===== src/rtl/up_neg_pkg.sv =====
package up_neg_pkg;

    typedef enum logic [1:0] {
        LN_SE0   = 2'b00,
        LN_J     = 2'b01,
        LN_K     = 2'b10,
        LN_OTHER = 2'b11
    } line_e;

    typedef enum logic [2:0] {
        ST_FS_IDLE,
        ST_HS_IDLE,
        ST_REVERT,
        ST_CHIRP,
        ST_HOST_WAIT
    } neg_state_e;

    typedef struct packed {
        neg_state_e state;
        logic       rst_pulse;
        logic       susp_pulse;
    } neg_regs_t;

    function automatic int max2(input int a, input int b);
        return (a > b) ? a : b;
    endfunction

endpackage


===== src/rtl/up_neg_timer.sv =====
module up_neg_timer #(
    parameter int W = 12
) (
    input  logic         clk,
    input  logic         rst_n,
    input  logic         clr,
    input  logic         tick,
    output logic [W-1:0] count
);
    logic [W-1:0] cnt_d, cnt_q;

    always_comb begin
        cnt_d = cnt_q;
        if (clr)
            cnt_d = '0;
        else if (tick && (cnt_q != {W{1'b1}}))
            cnt_d = cnt_q + 1'b1;
    end

    always_ff @(posedge clk) begin
        if (!rst_n) cnt_q <= '0;
        else        cnt_q <= cnt_d;
    end

    assign count = cnt_q;
endmodule


===== src/rtl/up_neg_chirp_filter.sv =====
module up_neg_chirp_filter
    import up_neg_pkg::*;
#(
    parameter int FILT_TICKS = 3,
    parameter int PAIRS      = 3
) (
    input  logic       clk,
    input  logic       rst_n,
    input  logic       clr,
    input  logic       tick,
    input  logic [1:0] line,
    output logic       done
);
    localparam int TOTAL = 2 * PAIRS;
    localparam int RW    = $clog2(FILT_TICKS + 1);
    localparam int NW    = $clog2(TOTAL + 1);

    typedef struct packed {
        logic [RW-1:0] run;
        logic [NW-1:0] n;
        logic          want_k;
    } filt_t;

    filt_t d, q;
    logic  sym_ok;

    always_comb begin
        d      = q;
        sym_ok = q.want_k ? (line == LN_K) : (line == LN_J);
        if (clr) begin
            d.run    = '0;
            d.n      = '0;
            d.want_k = 1'b1;
        end else if (tick && (q.n != NW'(TOTAL))) begin
            if (!sym_ok) begin
                d.run = '0;
            end else if (q.run == RW'(FILT_TICKS - 1)) begin
                d.run    = '0;
                d.n      = q.n + 1'b1;
                d.want_k = ~q.want_k;
            end else begin
                d.run = q.run + 1'b1;
            end
        end
    end

    always_ff @(posedge clk) begin
        if (!rst_n) q <= '{run: '0, n: '0, want_k: 1'b1};
        else        q <= d;
    end

    assign done = (q.n == NW'(TOTAL));
endmodule


===== src/rtl/up_speed_negotiator.sv =====
module up_speed_negotiator
    import up_neg_pkg::*;
#(
    parameter int AWAKE_RST_TICKS = 100,
    parameter int SUSP_SE0_TICKS  = 3,
    parameter int REVERT_TICKS    = 3050,
    parameter int SAMPLE_TICKS    = 200,
    parameter int CHIRP_TICKS     = 1500,
    parameter int FALLBACK_TICKS  = 2000,
    parameter int FILT_TICKS      = 3,
    parameter int CHIRP_PAIRS     = 3
) (
    input  logic       clk,
    input  logic       rst_n,
    input  logic [1:0] line_i,
    input  logic       suspended_i,
    input  logic       tick_i,
    output logic       chirp_k_o,
    output logic       hs_term_o,
    output logic       fs_pullup_o,
    output logic       hs_mode_o,
    output logic       bus_reset_o,
    output logic       suspend_o
);
    localparam int MAXT = max2(max2(max2(AWAKE_RST_TICKS, SUSP_SE0_TICKS),
                                    max2(REVERT_TICKS, SAMPLE_TICKS)),
                               max2(CHIRP_TICKS, FALLBACK_TICKS));
    localparam int TW = $clog2(MAXT + 1);

    neg_regs_t     d, q;
    logic          tmr_clr;
    logic [TW-1:0] tim;
    logic [TW-1:0] fs_lim;
    logic          se0;
    logic          filt_done;

    up_neg_timer #(.W(TW)) u_timer (
        .clk   (clk),
        .rst_n (rst_n),
        .clr   (tmr_clr),
        .tick  (tick_i),
        .count (tim)
    );

    up_neg_chirp_filter #(
        .FILT_TICKS (FILT_TICKS),
        .PAIRS      (CHIRP_PAIRS)
    ) u_filter (
        .clk   (clk),
        .rst_n (rst_n),
        .clr   (q.state != ST_HOST_WAIT),
        .tick  (tick_i),
        .line  (line_i),
        .done  (filt_done)
    );

    always_comb begin
        d            = q;
        d.rst_pulse  = 1'b0;
        d.susp_pulse = 1'b0;
        tmr_clr      = 1'b0;
        se0          = (line_i == LN_SE0);
        fs_lim       = suspended_i ? TW'(SUSP_SE0_TICKS - 1) : TW'(AWAKE_RST_TICKS - 1);

        case (q.state)
            ST_FS_IDLE: begin
                if (!se0) begin
                    tmr_clr = 1'b1;
                end else if (tick_i && (tim >= fs_lim)) begin
                    d.state     = ST_CHIRP;
                    d.rst_pulse = 1'b1;
                end
            end
            ST_HS_IDLE: begin
                if (!se0)
                    tmr_clr = 1'b1;
                else if (tick_i && (tim >= TW'(REVERT_TICKS - 1)))
                    d.state = ST_REVERT;
            end
            ST_REVERT: begin
                if (tick_i && (tim >= TW'(SAMPLE_TICKS - 1))) begin
                    if (se0) begin
                        d.state     = ST_CHIRP;
                        d.rst_pulse = 1'b1;
                    end else begin
                        d.state      = ST_FS_IDLE;
                        d.susp_pulse = 1'b1;
                    end
                end
            end
            ST_CHIRP: begin
                if (tick_i && (tim >= TW'(CHIRP_TICKS - 1)))
                    d.state = ST_HOST_WAIT;
            end
            ST_HOST_WAIT: begin
                if (filt_done)
                    d.state = ST_HS_IDLE;
                else if (tick_i && (tim >= TW'(FALLBACK_TICKS - 1)))
                    d.state = ST_FS_IDLE;
            end
            default: d.state = ST_FS_IDLE;
        endcase

        if (d.state != q.state)
            tmr_clr = 1'b1;
    end

    always_ff @(posedge clk) begin
        if (!rst_n) q <= '{state: ST_FS_IDLE, rst_pulse: 1'b0, susp_pulse: 1'b0};
        else        q <= d;
    end

    assign chirp_k_o   = (q.state == ST_CHIRP);
    assign hs_term_o   = (q.state == ST_HS_IDLE);
    assign hs_mode_o   = (q.state == ST_HS_IDLE);
    assign fs_pullup_o = (q.state != ST_HS_IDLE);
    assign bus_reset_o = q.rst_pulse;
    assign suspend_o   = q.susp_pulse;
endmodule


===== config.mk =====
export PLATFORM = sky130hd
export DESIGN_NAME = up_speed_negotiator
export DESIGN_NICKNAME = d
export VERILOG_FILES = /design/src/rtl/up_neg_pkg.sv /design/src/rtl/up_neg_timer.sv /design/src/rtl/up_neg_chirp_filter.sv /design/src/rtl/up_speed_negotiator.sv
export SDC_FILE = /design/constraint.sdc
export NUM_CORES = 1
export LEC_CHECK = 0
export ABC_CLOCK_PERIOD_IN_PS = 5530
export CAP_MARGIN = 0
export CORE_UTILIZATION = 35
export DETAILED_ROUTE_END_ITERATION = 16
export DONT_BUFFER_PORTS = 1
export PLACE_DENSITY = 0.6
export SLEW_MARGIN = 20
export SYNTH_ARGS = -nofsm -noshare
export SYNTH_HDL_FRONTEND = slang
export SYNTH_SLANG_ARGS = --single-unit

===== constraint.sdc =====
create_clock -name clk -period 5.53 [get_ports clk]
set_clock_uncertainty 0.05 [all_clocks]
set_input_delay 0.553 -clock clk [delete_from_list [all_inputs] [get_ports clk]]
set_output_delay 0.553 -clock clk [all_outputs]
set_load 0.01 [all_outputs]

==> run metrics <==
Vias per Instance around 5.4; Die X approximately 68 µm; FMAX about 340 MHz; Switching Fraction approximately 22%; nets 188; clock slew at reported path FFs approximately 0.080 ns; Num CTS Buffers 3; Mean Syn Cell Area 8.57 µm²; Worst Setup Start Kind flop; Seq cells post-synth 23; post_cts resized 0; CTS Sinks 23; number of library cell types mapped by synthesis between 40 and 50; Detailed Routing Iterations Pass 1 4; num ports 12; hold crit path type input port to flop; Seq/Total Area, Yosys 30.3%; P_leak between 0.5 and 0.6 nW; final WL roughly 3200 µm; die area approximately 4600 µm²; total congestion overflow 0; Post-CTS Repair Setup Buffers 0; largest net degree at the start of global routing 14; GRT Total Usage 15.3%; Logic pwr share under 10%; Starting DRT DRC Count roughly 130; layout cell share with drive strength beyond 1 about 13%; dpl hpwl between 2000 and 2500 µm; Core Area slightly above 4000 µm²; Initial Utilization a little under two fifths; Synthesis Warnings 0; Hold Buf Count CTS 0; H-tree levels 1; Root Driver clkbuf_8; vias in the first global route approximately 1100; slowest stage delay, CP 0.43 ns; synthesized net count roughly 190; die height just under 70 µm; crit path kind flop to flop; first-pass GRT wire length 5200 µm; Final Power between 0.2 and 0.3 mW; worst vdd ir about 0.09 mV; Worst-Margin Slew between 0.8 and 0.9 ns; Slew Limit Headroom 42.9%; Main synth FF type dfxtp_1; Routed Antenna Nets 0; # diodes 0; CTS Buffer Depth 2; via count approximately 1200; initial antenna violation count 0; area of the multi-input gates 960 µm²; hold-critical path depth 2; Final Critical Period a little under 3 ns; Routability Congestion between 0.8 and 0.9; Final Slew Violations 0; CTS tree yes; status completed; setup TNS 0 ns; RSZ-0062 raised after global routing no; DR WL/cell about 14 µm; count of final hold-check violations 0; fillers 424; Net Sw Power 0.0630 mW; reg2reg path depth 9; crit-path cells inv_1, ha_1, nand2b_1, a2111oi_2, o211a_1, o21ai_0, o311ai_2, nand2_1, a211oi_1; Synth async-reset ratio 0%; fin util 38.0%; pwr dens 182 nW/µm²; Post-Syn Instances between 150 and 200; placed cells 219; Flop pwr share roughly three fifths; part of the cycle the worst path needs ~53%; Required @ worst endpoint around 5.7 ns; Syn Std Cell Area around 1500 µm²; clock power share a little under two fifths; Remaining DRCs 0; Area Growth Syn to Fin 2.23%; fin cells ~220; Post-synth EDFFs 0; Storage cell area about 460 µm²; Rows 23; Buffers on Ports 0; critical path's slowest cell dfxtp_1; worst-skew pair later-pin latency about 0.27 ns; Max Cap Viol 0; Cell Int Power 0.220 mW; final setup fails 0; Arr. time, crit path roughly 3 ns; CP Max Fanout 11; Worst Setup End Kind flop
## state kept, by name (all words and copies together) (netlist names)
signal	count
bus_reset_o	1
q	3
suspend_o	1
u_filter.q	6
u_timer.count	12
## routing by layer
metal / GRT usage (%) / up-vias / wire length, µm
li1: - / 622 / -
met1: 22.4 / 539 / 1520
met2: 21.8 / 41 / 1380
met3: 2.67 / 4 / 226
met4: 6.51 / 0 / 57
met5: 0 / - / 0
## metrics by stage
stage / hold WS (ns) / setup slack [ns] / instance area, µm²
after floorplan: 0.436 / 3.08 / 1520
after global placement: 0.461 / 2.53 / 1510
after detailed placement: 0.471 / 2.51 / 1510
after CTS: 0.339 / 2.59 / 1550
after global routing: 0.341 / 2.34 / 1550
final: 0.342 / 2.61 / 1550
## power by group through the flow
stage	registers [mW]	clock network (mW)	logic, mW
5_1_grt	0.166	0.119	0.0114
2_1_floorplan	0.170	0	0.00935
4_1_cts	0.166	0.111	0.00993
3_3_place_gp	0.170	0	0.00985
3_5_place_dp	0.170	0	0.00987
6_report	0.166	0.107	0.00987
## cells in the final DEF, fill, tap and decap left out, types with 2 or more instances in the layout
| master | netlist | final |
|---|---|---|
| dfxtp_1 | 23 | 23 |
| nand2_1 | 20 | 20 |
| nor2_1 | 18 | 18 |
| nand3_1 | 9 | 9 |
| o21ai_0 | 8 | 8 |
| nor3_2 | 8 | 8 |
| ha_1 | 8 | 8 |
| inv_1 | 6 | 6 |
| a21oi_1 | 6 | 6 |
| xor2_1 | 6 | 6 |
| xnor2_1 | 5 | 5 |
| nand4_1 | 4 | 4 |
| nor3b_1 | 4 | 4 |
| and3_1 | 4 | 4 |
| nand2b_1 | 3 | 3 |
| and2_1 | 3 | 3 |
| nor3_1 | 3 | 3 |
| a211oi_1 | 3 | 3 |
| clkbuf_8 | 0 | 3 |
| a31oi_1 | 2 | 2 |
| nand3b_1 | 2 | 2 |
## critical path: cells and delay by family (launching register included)
| kind | cells | cell delay [ns] |
|---|---|---|
| compound gates | 5 | 1.42 |
| fa+ha+maj | 1 | 0.27 |
| buf+inv | 1 | 0.09 |
| flops | 1 | 0.43 |
| simple gates | 2 | 0.58 |
## synth_stat cells (2+ instances only)
cell / count / area, µm²
dfxtp_1: 23 / 460
nand2_1: 20 / 75.1
nor2_1: 18 / 67.6
nand3_1: 9 / 45.0
ha_1: 8 / 100
nor3_2: 8 / 80.1
o21ai_0: 8 / 40.0
a21oi_1: 6 / 30.0
inv_1: 6 / 22.5
xor2_1: 6 / 52.6
buf_6: 5 / 56.3
xnor2_1: 5 / 43.8
and3_1: 4 / 25.0
nand4_1: 4 / 25.0
nor3b_1: 4 / 30.0
a211oi_1: 3 / 22.5
and2_1: 3 / 18.8
nand2b_1: 3 / 18.8
nor3_1: 3 / 15.0
a31oi_1: 2 / 12.5
buf_4: 2 / 15.0
nand3b_1: 2 / 15.0
## final timing paths
kind,startpoint,endpoint,slack (ns)
setup / recovery,u_timer.count[0]$_SDFFE_PP0P_,u_timer.count[2]$_SDFFE_PP0P_,2.61
hold / removal,rst_n,suspend_o$_SDFF_PN0_,0.34
setup reg to reg,u_timer.count[0]$_SDFFE_PP0P_,u_timer.count[2]$_SDFFE_PP0P_,2.61
hold reg to reg,u_filter.q[2]$_SDFFE_PP0P_,u_filter.q[2]$_SDFFE_PP0P_,0.48
## logic make-up after synthesis
group | share of synthesized area, %
adder cells (fa/ha/maj) | 6.60
buffers and inverters | 6.43
AND/OR/NAND/NOR | 34.2
XOR/XNOR | 7.42
multiplexers | 0.660
flip-flops | 30.3
AO/OA/AOI/OAI | 14.3
## cell type report
class | count | share of cell area, %
multi-input combinational | 140 | 61.9
clock inverter | 1 | 0.323
clock buffer | 3 | 2.66
tap | 50 | 4.03
sequential | 23 | 29.7
inverter | 6 | 1.45
Note: power is estimated with default switching activity, not from simulation.
